File: src/rtl/cck_pkg.sv
package cck_pkg;

    localparam int CHIPS_PER_SYM = 8;
    localparam int CHIP_IDX_W    = $clog2(CHIPS_PER_SYM);
    localparam int IN_W          = 8;
    localparam int PH_W          = 2;

    typedef logic [PH_W-1:0] qphase_t;

    typedef enum logic {
        RATE_LOW  = 1'b0,
        RATE_HIGH = 1'b1
    } rate_e;

    typedef struct packed {
        qphase_t p1;
        qphase_t p2;
        qphase_t p3;
        qphase_t p4;
    } sym_phase_t;

    localparam qphase_t HALF_TURN = qphase_t'(2);

    // Gray-ordered differential step for the first phase term
    function automatic qphase_t dqpsk_step(input logic hi, input logic lo);
        qphase_t r;
        case ({hi, lo})
            2'b00:   r = qphase_t'(0);
            2'b01:   r = qphase_t'(1);
            2'b11:   r = qphase_t'(2);
            default: r = qphase_t'(3);
        endcase
        return r;
    endfunction

    // Natural binary mapping for the remaining phase terms
    function automatic qphase_t qpsk_pt(input logic hi, input logic lo);
        return {hi, lo};
    endfunction

    // Phase of chip k of a symbol, all arithmetic mod 4
    function automatic qphase_t chip_of(input sym_phase_t s, input int unsigned k);
        qphase_t r;
        case (k)
            0:       r = s.p1 + s.p2 + s.p3 + s.p4;
            1:       r = s.p1 + s.p3 + s.p4;
            2:       r = s.p1 + s.p2 + s.p4;
            3:       r = s.p1 + s.p4 + HALF_TURN;
            4:       r = s.p1 + s.p2 + s.p3;
            5:       r = s.p1 + s.p3;
            6:       r = s.p1 + s.p2 + HALF_TURN;
            default: r = s.p1;
        endcase
        return r;
    endfunction

endpackage

File: src/rtl/cck_symbol_map.sv
module cck_symbol_map
    import cck_pkg::*;
(
    input  logic [IN_W-1:0] data,
    input  rate_e           rate,
    output qphase_t         delta,
    output qphase_t         p2,
    output qphase_t         p3,
    output qphase_t         p4
);

    always_comb begin
        delta = dqpsk_step(data[0], data[1]);
        if (rate == RATE_HIGH) begin
            p2 = qpsk_pt(data[2], data[3]);
            p3 = qpsk_pt(data[4], data[5]);
            p4 = qpsk_pt(data[6], data[7]);
        end else begin
            p2 = {data[2], 1'b1};
            p3 = qphase_t'(0);
            p4 = {data[3], 1'b0};
        end
    end

endmodule

File: src/rtl/cck_diff_phase.sv
module cck_diff_phase
    import cck_pkg::*;
(
    input  logic    clk,
    input  logic    rst,
    input  logic    accept,
    input  qphase_t delta,
    output qphase_t p1_next
);

    qphase_t acc_q;
    logic    odd_q;

    always_comb begin
        p1_next = acc_q + delta + (odd_q ? HALF_TURN : qphase_t'(0));
    end

    always_ff @(posedge clk) begin
        if (rst) begin
            acc_q <= '0;
            odd_q <= 1'b0;
        end else if (accept) begin
            acc_q <= p1_next;
            odd_q <= ~odd_q;
        end
    end


    reset_state_chk: assert property (@(posedge clk) rst |=> (acc_q == '0) && !odd_q);

    parity_flip_chk: assert property (@(posedge clk) disable iff (rst)
        accept |=> odd_q != $past(odd_q));

    hold_state_chk: assert property (@(posedge clk) disable iff (rst)
        !accept |=> $stable(acc_q) && $stable(odd_q));

endmodule

File: src/rtl/cck_chip_sched.sv
module cck_chip_sched
    import cck_pkg::*;
(
    input  logic       clk,
    input  logic       rst,
    input  logic       accept,
    input  sym_phase_t sym_in,
    output logic       busy,
    output logic       chip_valid,
    output logic       chip_first,
    output qphase_t    chip_phase
);

    localparam logic [CHIP_IDX_W-1:0] LAST = CHIP_IDX_W'(CHIPS_PER_SYM - 1);

    sym_phase_t              sym_q;
    logic [CHIP_IDX_W-1:0]   cnt_q;
    logic                    busy_q;
    qphase_t                 chip_tab [CHIPS_PER_SYM];

    for (genvar k = 0; k < CHIPS_PER_SYM; k++) begin : g_chip
        assign chip_tab[k] = chip_of(sym_q, k);
    end

    always_ff @(posedge clk) begin
        if (rst) begin
            sym_q  <= '0;
            cnt_q  <= '0;
            busy_q <= 1'b0;
        end else if (accept) begin
            sym_q  <= sym_in;
            cnt_q  <= '0;
            busy_q <= 1'b1;
        end else if (busy_q) begin
            cnt_q <= cnt_q + 1'b1;
            if (cnt_q == LAST) begin
                busy_q <= 1'b0;
            end
        end
    end

    always_comb begin
        busy       = busy_q;
        chip_valid = busy_q;
        chip_first = busy_q && (cnt_q == '0);
        chip_phase = busy_q ? chip_tab[cnt_q] : qphase_t'(0);
    end


    burst_len_chk: assert property (@(posedge clk) disable iff (rst)
        $fell(busy_q) |-> $past(cnt_q) == LAST);

    sym_hold_chk: assert property (@(posedge clk) disable iff (rst)
        busy_q && !accept |=> $stable(sym_q));

    last_chip_chk: assert property (@(posedge clk) disable iff (rst)
        busy_q && (cnt_q == LAST) |-> chip_phase == sym_q.p1);

endmodule

File: src/rtl/cck_encoder.sv
module cck_encoder
    import cck_pkg::*;
(
    input  logic            clk,
    input  logic            rst,
    input  logic            rate_hi,
    input  logic            in_valid,
    input  logic [IN_W-1:0] in_data,
    output logic            in_ready,
    output logic            chip_valid,
    output logic            chip_first,
    output logic [PH_W-1:0] chip_phase
);

    rate_e      rate;
    logic       busy;
    logic       accept;
    qphase_t    delta;
    qphase_t    p1_next;
    sym_phase_t sym_new;

    assign rate     = rate_e'(rate_hi);
    assign in_ready = !busy;
    assign accept   = in_valid && in_ready;

    cck_symbol_map u_map (
        .data  (in_data),
        .rate  (rate),
        .delta (delta),
        .p2    (sym_new.p2),
        .p3    (sym_new.p3),
        .p4    (sym_new.p4)
    );

    cck_diff_phase u_diff (
        .clk     (clk),
        .rst     (rst),
        .accept  (accept),
        .delta   (delta),
        .p1_next (p1_next)
    );

    assign sym_new.p1 = p1_next;

    cck_chip_sched u_sched (
        .clk        (clk),
        .rst        (rst),
        .accept     (accept),
        .sym_in     (sym_new),
        .busy       (busy),
        .chip_valid (chip_valid),
        .chip_first (chip_first),
        .chip_phase (chip_phase)
    );


    start_chip_chk: assert property (@(posedge clk) disable iff (rst)
        in_valid && in_ready |=> chip_valid && chip_first && !in_ready);

    busy_reject_chk: assert property (@(posedge clk) disable iff (rst)
        in_valid && !in_ready && !chip_first |=> !chip_first);

endmodule

File: config.mk
export PLATFORM = sky130hd
export DESIGN_NAME = cck_encoder
export DESIGN_NICKNAME = d
export VERILOG_FILES = /design/src/rtl/cck_pkg.sv /design/src/rtl/cck_symbol_map.sv /design/src/rtl/cck_diff_phase.sv /design/src/rtl/cck_chip_sched.sv /design/src/rtl/cck_encoder.sv
export SDC_FILE = /design/constraint.sdc
export NUM_CORES = 1
export LEC_CHECK = 0
export ABC_CLOCK_PERIOD_IN_PS = 3400
export CAP_MARGIN = 20
export CORE_UTILIZATION = 51
export DETAILED_ROUTE_END_ITERATION = 16
export GPL_TIMING_DRIVEN = 0
export HOLD_SLACK_MARGIN = 0.12
export PLACE_DENSITY = 0.84
export SYNTH_ARGS = -nofsm -noshare
export SYNTH_HDL_FRONTEND = slang
export SYNTH_SLANG_ARGS = --single-unit
File: constraint.sdc
create_clock -name clk -period 3.4 [get_ports clk]
set_clock_uncertainty 0.2 [all_clocks]
set_input_delay 0.85 -clock clk [delete_from_list [all_inputs] [get_ports clk]]
set_output_delay 0.85 -clock clk [all_outputs]
set_load 0.02 [all_outputs]
; Word level (Yosys, flattened, before mapping)
; Cells that the tools add are included.
[totals]
reg_bits = 13
inputBits = 12
elab_cells = 43
[op_classes]
bitwise = 2
addsub = 12
muxes = 12
n_lt_le_gt_ge = 1
reduce_logical = 6
eq_ne = 3
[op_table]
columns = op, n
row1 = $add A2 B2 Y2, 9
row2 = $mux W2, 6
row3 = $bmux W2 S3, 1
row4 = $pmux W2 S3, 1
row5 = $add A2 B2 Y2 const B, 2
row6 = $ge A4 B4 Y1 const B, 1
row7 = $mux W1, 4
row8 = $not A3 Y4, 1
row9 = $add A3 B1 Y3 const B, 1
row10 = $eq A3 B3 Y1 const B, 1
row11 = $logic_not A3 Y1, 1
row12 = $eq A2 B1 Y1 const B, 1
row13 = $eq A2 B2 Y1 const B, 1
row14 = $logic_and A1 B1 Y1, 2
row15 = $logic_not A2 Y1, 1
row16 = $reduce_or A2 Y1, 1
row17 = $logic_not A1 Y1, 1
row18 = $not A1 Y1, 1

; Depth between registers and ports, before layout
; Gate-level depths: netlist of run 1.
[logic_depth]
word_depth = 7
ltp_mapped = 8
depth_no_buf = 8

; By module
; Synthesis of run 1 repeated with hierarchy kept, for this count alone.
[unflattened]
hier_cells = 120
area_unflattened_um2 = 1142.3
[by_module_without_submodules]
columns = mod, area_per_inst_um2, instances, cells_each
row1 = cck_chip_sched, 892.1, 1, 93
row2 = cck_diff_phase, 150.1, 1, 14
row3 = cck_symbol_map, 90.1, 1, 11
row4 = cck_encoder, 10.0, 1, 2

; Worst setup path after synthesis of run 1
; No wires, ideal clock.
[synth_timing]
path_kind = reg-to-output
startpoint = register u_diff.acc_q[0] (netlist name)
endpoint = output port chip_phase[1]
t_required_ns = 2.350
arrival_ns = 2.048
stages_incl_launch_ff = 9
setup_slack_ns = 0.302
path_cell_list = dfxtp_1 -> ha_1 -> ha_1 -> ha_1 -> xnor2_1 -> xnor2_1 -> a21oi_2 -> mux2i_1 -> o221ai_1
[synth_lines]
columns = item, line
row1 = to (decl), cck_encoder.sv:12  ; output logic [PH_W-1:0] chip_phase

==> summary.txt, run 1 <==
Run status
  • Run status: finished, final reports clean

Detailed routing
  • Total DRC errors in the routed layout: 0
  • First DRT Iteration DRCs: 7
  • Total Wirelength: 1930 µm
  • Routed length per instance: around 12 µm
  • Remaining antenna violation count after routing: 0
  • Pre-Repair DR Iteration Count: 3
  • Vias after detailed routing: 818
  • Via count normalized by instance count: about 5.2

GRT
  • Antenna violations before repair: 0
  • Global-route wire length before repair: ~3300 µm
  • Maximum number of pins on one net before global-route repair: 11
  • Number of global-route vias before repair: 768
  • GRT Util Overall: 22.5%
  • Total global routing overflow: 0

Logic synthesis
  • Share of synthesized flip-flops with an asynchronous set or reset: 0%
  • Cell count after synthesis: around 110
  • Synth Cell Area: 951 µm²
  • Net count after synthesis: roughly 130
  • Yosys Warn Count: 0
  • Average footprint of a synthesized cell: between 8 and 9 µm²
  • Count of state elements after synthesis: 13
  • Fraction of the yosys area taken by sequential cells: about 27%
  • Distinct cell type count after synthesis: 30
  • Library cell with the largest summed area after synthesis: sky130_fd_sc_hd__dfxtp_1
  • Cell types with the largest area share after synthesis: sky130_fd_sc_hd__dfxtp_1, sky130_fd_sc_hd__ha_1, sky130_fd_sc_hd__xnor2_1
  • Most frequently used flop master after synthesis: sky130_fd_sc_hd__dfxtp_1
  • Number of synthesized flops with an enable pin: 0
  • Area fraction of the dominant cell type after synthesis: a little over a quarter

CTS
  • Clk buf depth: 2
  • Clk sink count: 13
  • Cell chosen for the clock root: sky130_fd_sc_hd__clkbuf_4
  • Clock transition at path regs: approximately 70 ps
  • Hold Buf Count CTS: 0
  • Total CTS buffers: 3
  • Clock latency on the worst-skew pair: approximately 280 ps
  • Clock tree from TritonCTS: yes
  • Number of levels in the clock H-tree: 1

Power and ir drop
  • Worst VDD drop: approximately 280 µV
  • Fraction of power spent switching nets: about 31%
  • Net switching component of the power: 0.124 mW
  • Fraction of power consumed by the clock network: between 20% and 30%
  • Internal power of the cells: approximately 0.28 mW
  • Combinational power share: ~33%
  • Power consumption: just over 0.4 mW
  • P_leak: between 0.5 and 0.6 nW
  • Proportion of power drawn by flip-flops and latches: ~43%
  • Pwr dens: 335 mW/mm²

Placement
  • Worst setup slack before clock tree synthesis: -256 ps
  • Routability congestion estimate: 0.819
  • Placed insts: 150
  • Count of input and output buffers: 16
  • Area after DPL: 0.00114 mm²
  • HPWL after DPL: between 1500 and 2000 µm

STA
  • Slew Limit Headroom: 72.2%
  • Count of final setup violators: 0
  • Final critical path time including I/O delays and setup: roughly 3300 ps
  • Final Hold Viols: 0
  • Worst Tran Pin Value: ~420 ps
  • Highest attainable clock frequency: around 300 MHz
  • Share of the cycle needed by the critical path after routing: a little over nine tenths
  • Max-slew violation total from the final report: 0
  • Unrepaired setup endpoints after global routing: false
  • Final WS setup: about 100 ps
  • Fin Setup TNS: 0 ps
  • Worst hold slack: slightly above 300 ps

Critical path
  • Slowest cell on the critical path: sky130_fd_sc_hd__mux4_2
  • Critical Path, Cell by Cell: buf_4 > buf_4 > ha_1 > ha_1 > mux4_2 > nand2_1 > a21oi_1 > buf_2
  • Count of buffer and inverter cells on the critical path: 3
  • Cell class contributing the biggest share of worst-path delay: adder cells
  • Classification of the worst setup path: flop to output pin
  • Worst-path fanout max: 5
  • Data required time at the worst endpoint: around 2400 ps
  • Critical path arrival: 2250 ps
  • Highest cell delay on the worst timing path: between 400 and 500 ps
  • CP endpoint kind: output pin
  • Critical path startpoint category: flop

Cells and area
  • Inserted Diodes: 0
  • Final standard cell area without fillers: about 0.0012 mm²
  • Share of the core filled with cells: 69.1%
  • Fill count: approximately 150
  • Area grow syn2layout: 26.8%
  • Most common library cell in the layout ignoring fill and taps: sky130_fd_sc_hd__clkdlybuf4s50_1
  • Commonest cells after routing, fill and taps aside: sky130_fd_sc_hd__clkdlybuf4s50_1, sky130_fd_sc_hd__nand2_1, sky130_fd_sc_hd__ha_1, sky130_fd_sc_hd__dfxtp_1, sky130_fd_sc_hd__nor2_1
  • Number of cells in the finished layout apart from fillers: roughly 160
  • Count of nets after finishing: between 150 and 200
  • Layout cells sized above 1: 13.7%

Floorplanning
  • Height of the die: roughly 45 µm
  • Starting Density: 54.5%
  • Rows: 15
  • Die extent in x: about 45 µm
  • I/O Pins: 17
  • Core footprint: between 0.0015 and 0.002 mm²
  • Area enclosed by the die boundary: between 0.002 and 0.0025 mm²

Run
  • # Max-Cap Violations: 0

Hold path
  • Hold WC Path Type: flop to flop
-- cell usage after synthesis (all sizes together), types with 3 or more instances --
master and count:
a21oi 10, dfxtp 13, ha 13, inv 7, mux2i 3, nand2 13, nand3 4, nor2 10
nor3 3, o21ai 3, xnor2 9, xor2 3
-- final timing paths --
| path | slack, ps | cells after the start | end | from |
|---|---|---|---|---|
| worst min register to register | 300 | 2 | u_sched.sym_q[5]$_SDFFE_PP0P_ | u_sched.sym_q[5]$_SDFFE_PP0P_ |
| worst max register to register | 1680 | 6 | u_diff.acc_q[1]$_SDFFE_PP0P_ | u_diff.acc_q[0]$_SDFFE_PP0P_ |
| worst min-delay path | 300 | 2 | u_sched.sym_q[5]$_SDFFE_PP0P_ | u_sched.sym_q[5]$_SDFFE_PP0P_ |
| worst max-delay path | 100 | 8 | chip_phase[0] | u_diff.acc_q[0]$_SDFFE_PP0P_ |
-- state kept, by name, summed over array words and instances, names as in the netlist --
signal and flops:
u_diff.acc_q 2, u_diff.odd_q 1, u_sched.busy 1, u_sched.cnt_q 3, u_sched.sym_q 6
-- worst reg2reg max path: stages (launching register included) --
cell and delay (ps):
sky130_fd_sc_hd__dfxtp_4 370, sky130_fd_sc_hd__buf_4 140, sky130_fd_sc_hd__ha_1 200, sky130_fd_sc_hd__xnor2_1 190, sky130_fd_sc_hd__xnor2_1 120, sky130_fd_sc_hd__or3_1 310
sky130_fd_sc_hd__a21oi_1 130
-- what timing repair did --
item / CTS / global route
buffers inserted: 0 / 2
setup endpoints to repair: 2 / 2
pin swaps: 2 / 4
gates resized for setup: 12 / 3
-- per-layer routing --
layer  part of all wire, %  track usage, %  vias up  wire length (µm)
met5                     0               0        -                 0
met4                   1.3            9.09        0                26
met3                   1.6            3.60        4                31
met2                    48            34.8       11               936
met1                    49            31.3      373               938
li1                      -               -      430                 -
-- kinds of logic (layout without fill, tap and decap cells) --
| family | Yosys count | in the layout | share of synthesized area [%] |
|---|---|---|---|
| xor gates and xnor gates | 13 | 13 | 13.6 |
| AOI/OAI and AO/OA | 20 | 20 | 13.8 |
| buffers and inverters | 11 | 33 | 4.87 |
| and+or+nand+nor | 34 | 34 | 15.4 |
| DFF | 13 | 13 | 27.4 |
| adders and majority gates | 13 | 13 | 17.1 |
| muxes | 5 | 5 | 7.89 |
-- power by group through the flow --
stage | sequential [mW] | combinational [mW] | clock, mW
2_1_floorplan | 0.174 | 0.0873 | 0
3_3_place_gp | 0.176 | 0.123 | 0
3_5_place_dp | 0.177 | 0.128 | 0
4_1_cts | 0.174 | 0.128 | 0.0991
5_1_grt | 0.176 | 0.149 | 0.106
6_report | 0.174 | 0.134 | 0.0963
-- layout make-up --
class | instances | area (µm²) | share of cell area [%]
plain buffers | 4 | 20.0 | 1.66
multi-input cells | 85 | 669 | 55.5
clock buffers | 4 | 26.3 | 2.18
flip-flops and latches | 13 | 265 | 22.0
repair buffers | 18 | 168 | 13.9
inverters | 7 | 26.3 | 2.18
well taps | 25 | 31.3 | 2.59
Power figures use the tool's default switching activity.
==> run 2: changes to the inputs <==
--- a/config.mk
+++ b/config.mk
@@ -5,7 +5,7 @@
 export SDC_FILE = /design/constraint.sdc
 export NUM_CORES = 1
 export LEC_CHECK = 0
-export ABC_CLOCK_PERIOD_IN_PS = 3400
+export ABC_CLOCK_PERIOD_IN_PS = 3700
 export CAP_MARGIN = 20
 export CORE_UTILIZATION = 51
 export DETAILED_ROUTE_END_ITERATION = 16
==> constraint.sdc (replaced) <==
create_clock -name clk -period 3.7 [get_ports clk]
set_clock_uncertainty 0.2 [all_clocks]
set_input_delay 0.925 -clock clk [delete_from_list [all_inputs] [get_ports clk]]
set_output_delay 0.925 -clock clk [all_outputs]
set_load 0.02 [all_outputs]
==> summary.txt, run 2 (synthesized netlist as in run 1, its figures left out) <==
Hold path
  • Worst hold start: u_sched.sym_q[5]$_SDFFE_PP0P_
  • Hold Crit Endpoint: u_sched.sym_q[5]$_SDFFE_PP0P_
  • Instance count along the most critical hold path: 2
  • Hold WC Path Type: flop to flop

STA
  • Worst Tran Pin Value: 427 ps
  • Share of the cycle needed by the critical path after routing: a little under 100%
  • Final Hold Viols: 0
  • Highest attainable clock frequency: around 280 MHz
  • Final critical path time including I/O delays and setup: 3580 ps
  • Final WS setup: 119 ps
  • Max-slew violation total from the final report: 0
  • Unrepaired setup endpoints after global routing: false
  • Count of final setup violators: 0
  • Slew Limit Headroom: between 70% and 80%

Floorplanning
  • Height of the die: 45.2 µm
  • Area enclosed by the die boundary: between 0.002 and 0.0025 mm²
  • Die extent in x: about 45 µm
  • Rows: 15
  • I/O Pins: 17
  • Core footprint: 0.00175 mm²
  • Starting Density: 54.5%

Critical path
  • Critical path startpoint category: flop
  • Classification of the worst setup path: flop to output pin
  • Critical path arrival: approximately 2500 ps
  • CP endpoint kind: output pin
  • Data required time at the worst endpoint: 2570 ps
  • R2R Setup Slk: 2150 ps
  • Cell mode on critical path: sky130_fd_sc_hd__ha_1
  • Destination of the worst register-to-register timing path: u_diff.acc_q[1]$_SDFFE_PP0P_
  • Slowest cell on the critical path: sky130_fd_sc_hd__mux4_2
  • Count of buffer and inverter cells on the critical path: 1
  • Worst-path fanout max: 6
  • Critical Path, Cell by Cell: ha_1 > ha_1 > ha_1 > mux4_2 > nand2_1 > a21oi_1 > dlygate4sd2_1
  • Cell class contributing the biggest share of worst-path delay: adder cells
  • Highest cell delay on the worst timing path: between 400 and 500 ps
  • Number of cells on the worst reg-to-reg path: 5
  • Worst reg2reg path startpoint: u_diff.acc_q[0]$_SDFFE_PP0P_

Power and ir drop
  • Internal power of the cells: approximately 0.25 mW
  • Proportion of power drawn by flip-flops and latches: between 40% and 50%
  • Net switching component of the power: around 0.11 mW
  • Worst VDD drop: 261 µV
  • P_leak: roughly 0.51 nW
  • Combinational power share: about a third
  • Fraction of power spent switching nets: roughly 30%
  • Pwr dens: 311 mW/mm²
  • Fraction of power consumed by the clock network: between 20% and 30%

Detailed routing
  • Vias after detailed routing: 801
  • Pre-Repair DR Iteration Count: 4
  • Via count normalized by instance count: ~5.2
  • Total Wirelength: around 1900 µm
  • Total DRC errors in the routed layout: 0
  • Remaining antenna violation count after routing: 0
  • First DRT Iteration DRCs: 5
  • Routed length per instance: about 12 µm

Cells and area
  • Area grow syn2layout: 22.4%
  • Count of nets after finishing: roughly 160
  • Fill count: roughly 160
  • Share of the core filled with cells: between 60% and 70%
  • Inserted Diodes: 0
  • Register with the highest flop count: u_sched.sym_q
  • Max FFs per register: 6
  • Commonest cells after routing, fill and taps aside: sky130_fd_sc_hd__clkdlybuf4s50_1, sky130_fd_sc_hd__nand2_1, sky130_fd_sc_hd__ha_1
  • Final standard cell area without fillers: roughly 0.0012 mm²
  • Most common library cell in the layout ignoring fill and taps: sky130_fd_sc_hd__clkdlybuf4s50_1
  • Largest registers in the final layout: u_sched.sym_q x6, u_sched.cnt_q x3, u_diff.acc_q x2
  • Layout cells sized above 1: under 10%

Placement
  • Worst setup slack before clock tree synthesis: -31.1 ps
  • HPWL after DPL: roughly 1500 µm
  • Area after DPL: ~0.0011 mm²
  • Count of input and output buffers: 16
  • Routability congestion estimate: 0.819

CTS
  • Clock transition at path regs: 70 ps
  • Clock tree from TritonCTS: yes
  • Clock latency on the worst-skew pair: about 280 ps
  • Total CTS buffers: 3
  • Cell chosen for the clock root: sky130_fd_sc_hd__clkbuf_4
  • Clk buf depth: 2
  • Number of levels in the clock H-tree: 1
  • Clk sink count: 13

GRT
  • GRT Util Overall: between 20 and 25%
  • Total global routing overflow: 0
  • Global-route wire length before repair: 3260 µm
  • Number of global-route vias before repair: approximately 770
  • Maximum number of pins on one net before global-route repair: 11
  • Antenna violations before repair: 0

Run status
  • Run status: finished, final reports clean

Run
  • # Max-Cap Violations: 0
[run 2: metrics by stage]
step           instances  power, mW  TNS [ps]  hold WS [ps]
2_1_floorplan        109      0.240         0           253
3_3_place_gp         150      0.274         0           276
3_5_place_dp         150      0.280     -31.1           294
4_1_cts              154      0.366         0           305
5_1_grt              154      0.387         0           338
6_report             154      0.362         0           299
[run 2: tightest hold or removal path: stages (launching register included)]
cell,delay (ps)
sky130_fd_sc_hd__dfxtp_1,340
sky130_fd_sc_hd__nand2_1,60
sky130_fd_sc_hd__a21oi_1,50
[run 2: cell type report]
cell class                 count  area (µm²)  share of cell area, %
tap                           25        31.3                   2.69
sequential                    13         262                   22.5
inverter                       7        26.3                   2.26
clock buffer                   4        26.3                   2.26
multi-input combinational     85         644                   55.4
timing repair buffer          16         154                   13.2
buffer                         4        20.0                   1.72
[run 2: metal layers]
layer / track usage (%) / share of wire (%) / wire [µm] / up-vias
met5: 0 / 0 / 0 / -
met4: 9.09 / 1.3 / 25 / 0
met3: 3.60 / 2.3 / 43 / 4
met2: 35.4 / 47 / 872 / 13
met1: 30.3 / 49 / 923 / 363
li1: - / - / - / 421
[run 2: worst max-delay path by stage]
stage / slack, ps / start / to / depth (start not counted)
2_1_floorplan: 530 / u_diff.acc_q[0]$_SDFFE_PP0P_ / chip_phase[1] / 8
3_3_place_gp: 20 / u_diff.acc_q[0]$_SDFFE_PP0P_ / chip_phase[1] / 9
3_5_place_dp: -30 / u_diff.acc_q[0]$_SDFFE_PP0P_ / chip_phase[1] / 9
4_1_cts: 10 / u_diff.acc_q[0]$_SDFFE_PP0P_ / chip_phase[1] / 9
5_1_grt: 20 / u_diff.acc_q[0]$_SDFFE_PP0P_ / chip_phase[0] / 7
6_report: 120 / u_diff.acc_q[0]$_SDFFE_PP0P_ / chip_phase[0] / 7
[run 2: timing repair]
action | CTS | global route
cloned | 0 | 0
buffers inserted | 0 | 0
endpoints found under the setup margin | 2 | 1
resized for setup | 4 | 2
hold buffers | 0 | 0
[run 2: power groups by stage]
stage | sequential, mW | combinational [mW] | clock, mW
global route | 0.161 | 0.129 | 0.0975
floorplan | 0.160 | 0.0802 | 0
finish | 0.159 | 0.114 | 0.0881
global placement | 0.161 | 0.113 | 0
detailed placement | 0.162 | 0.117 | 0
CTS | 0.159 | 0.116 | 0.0911
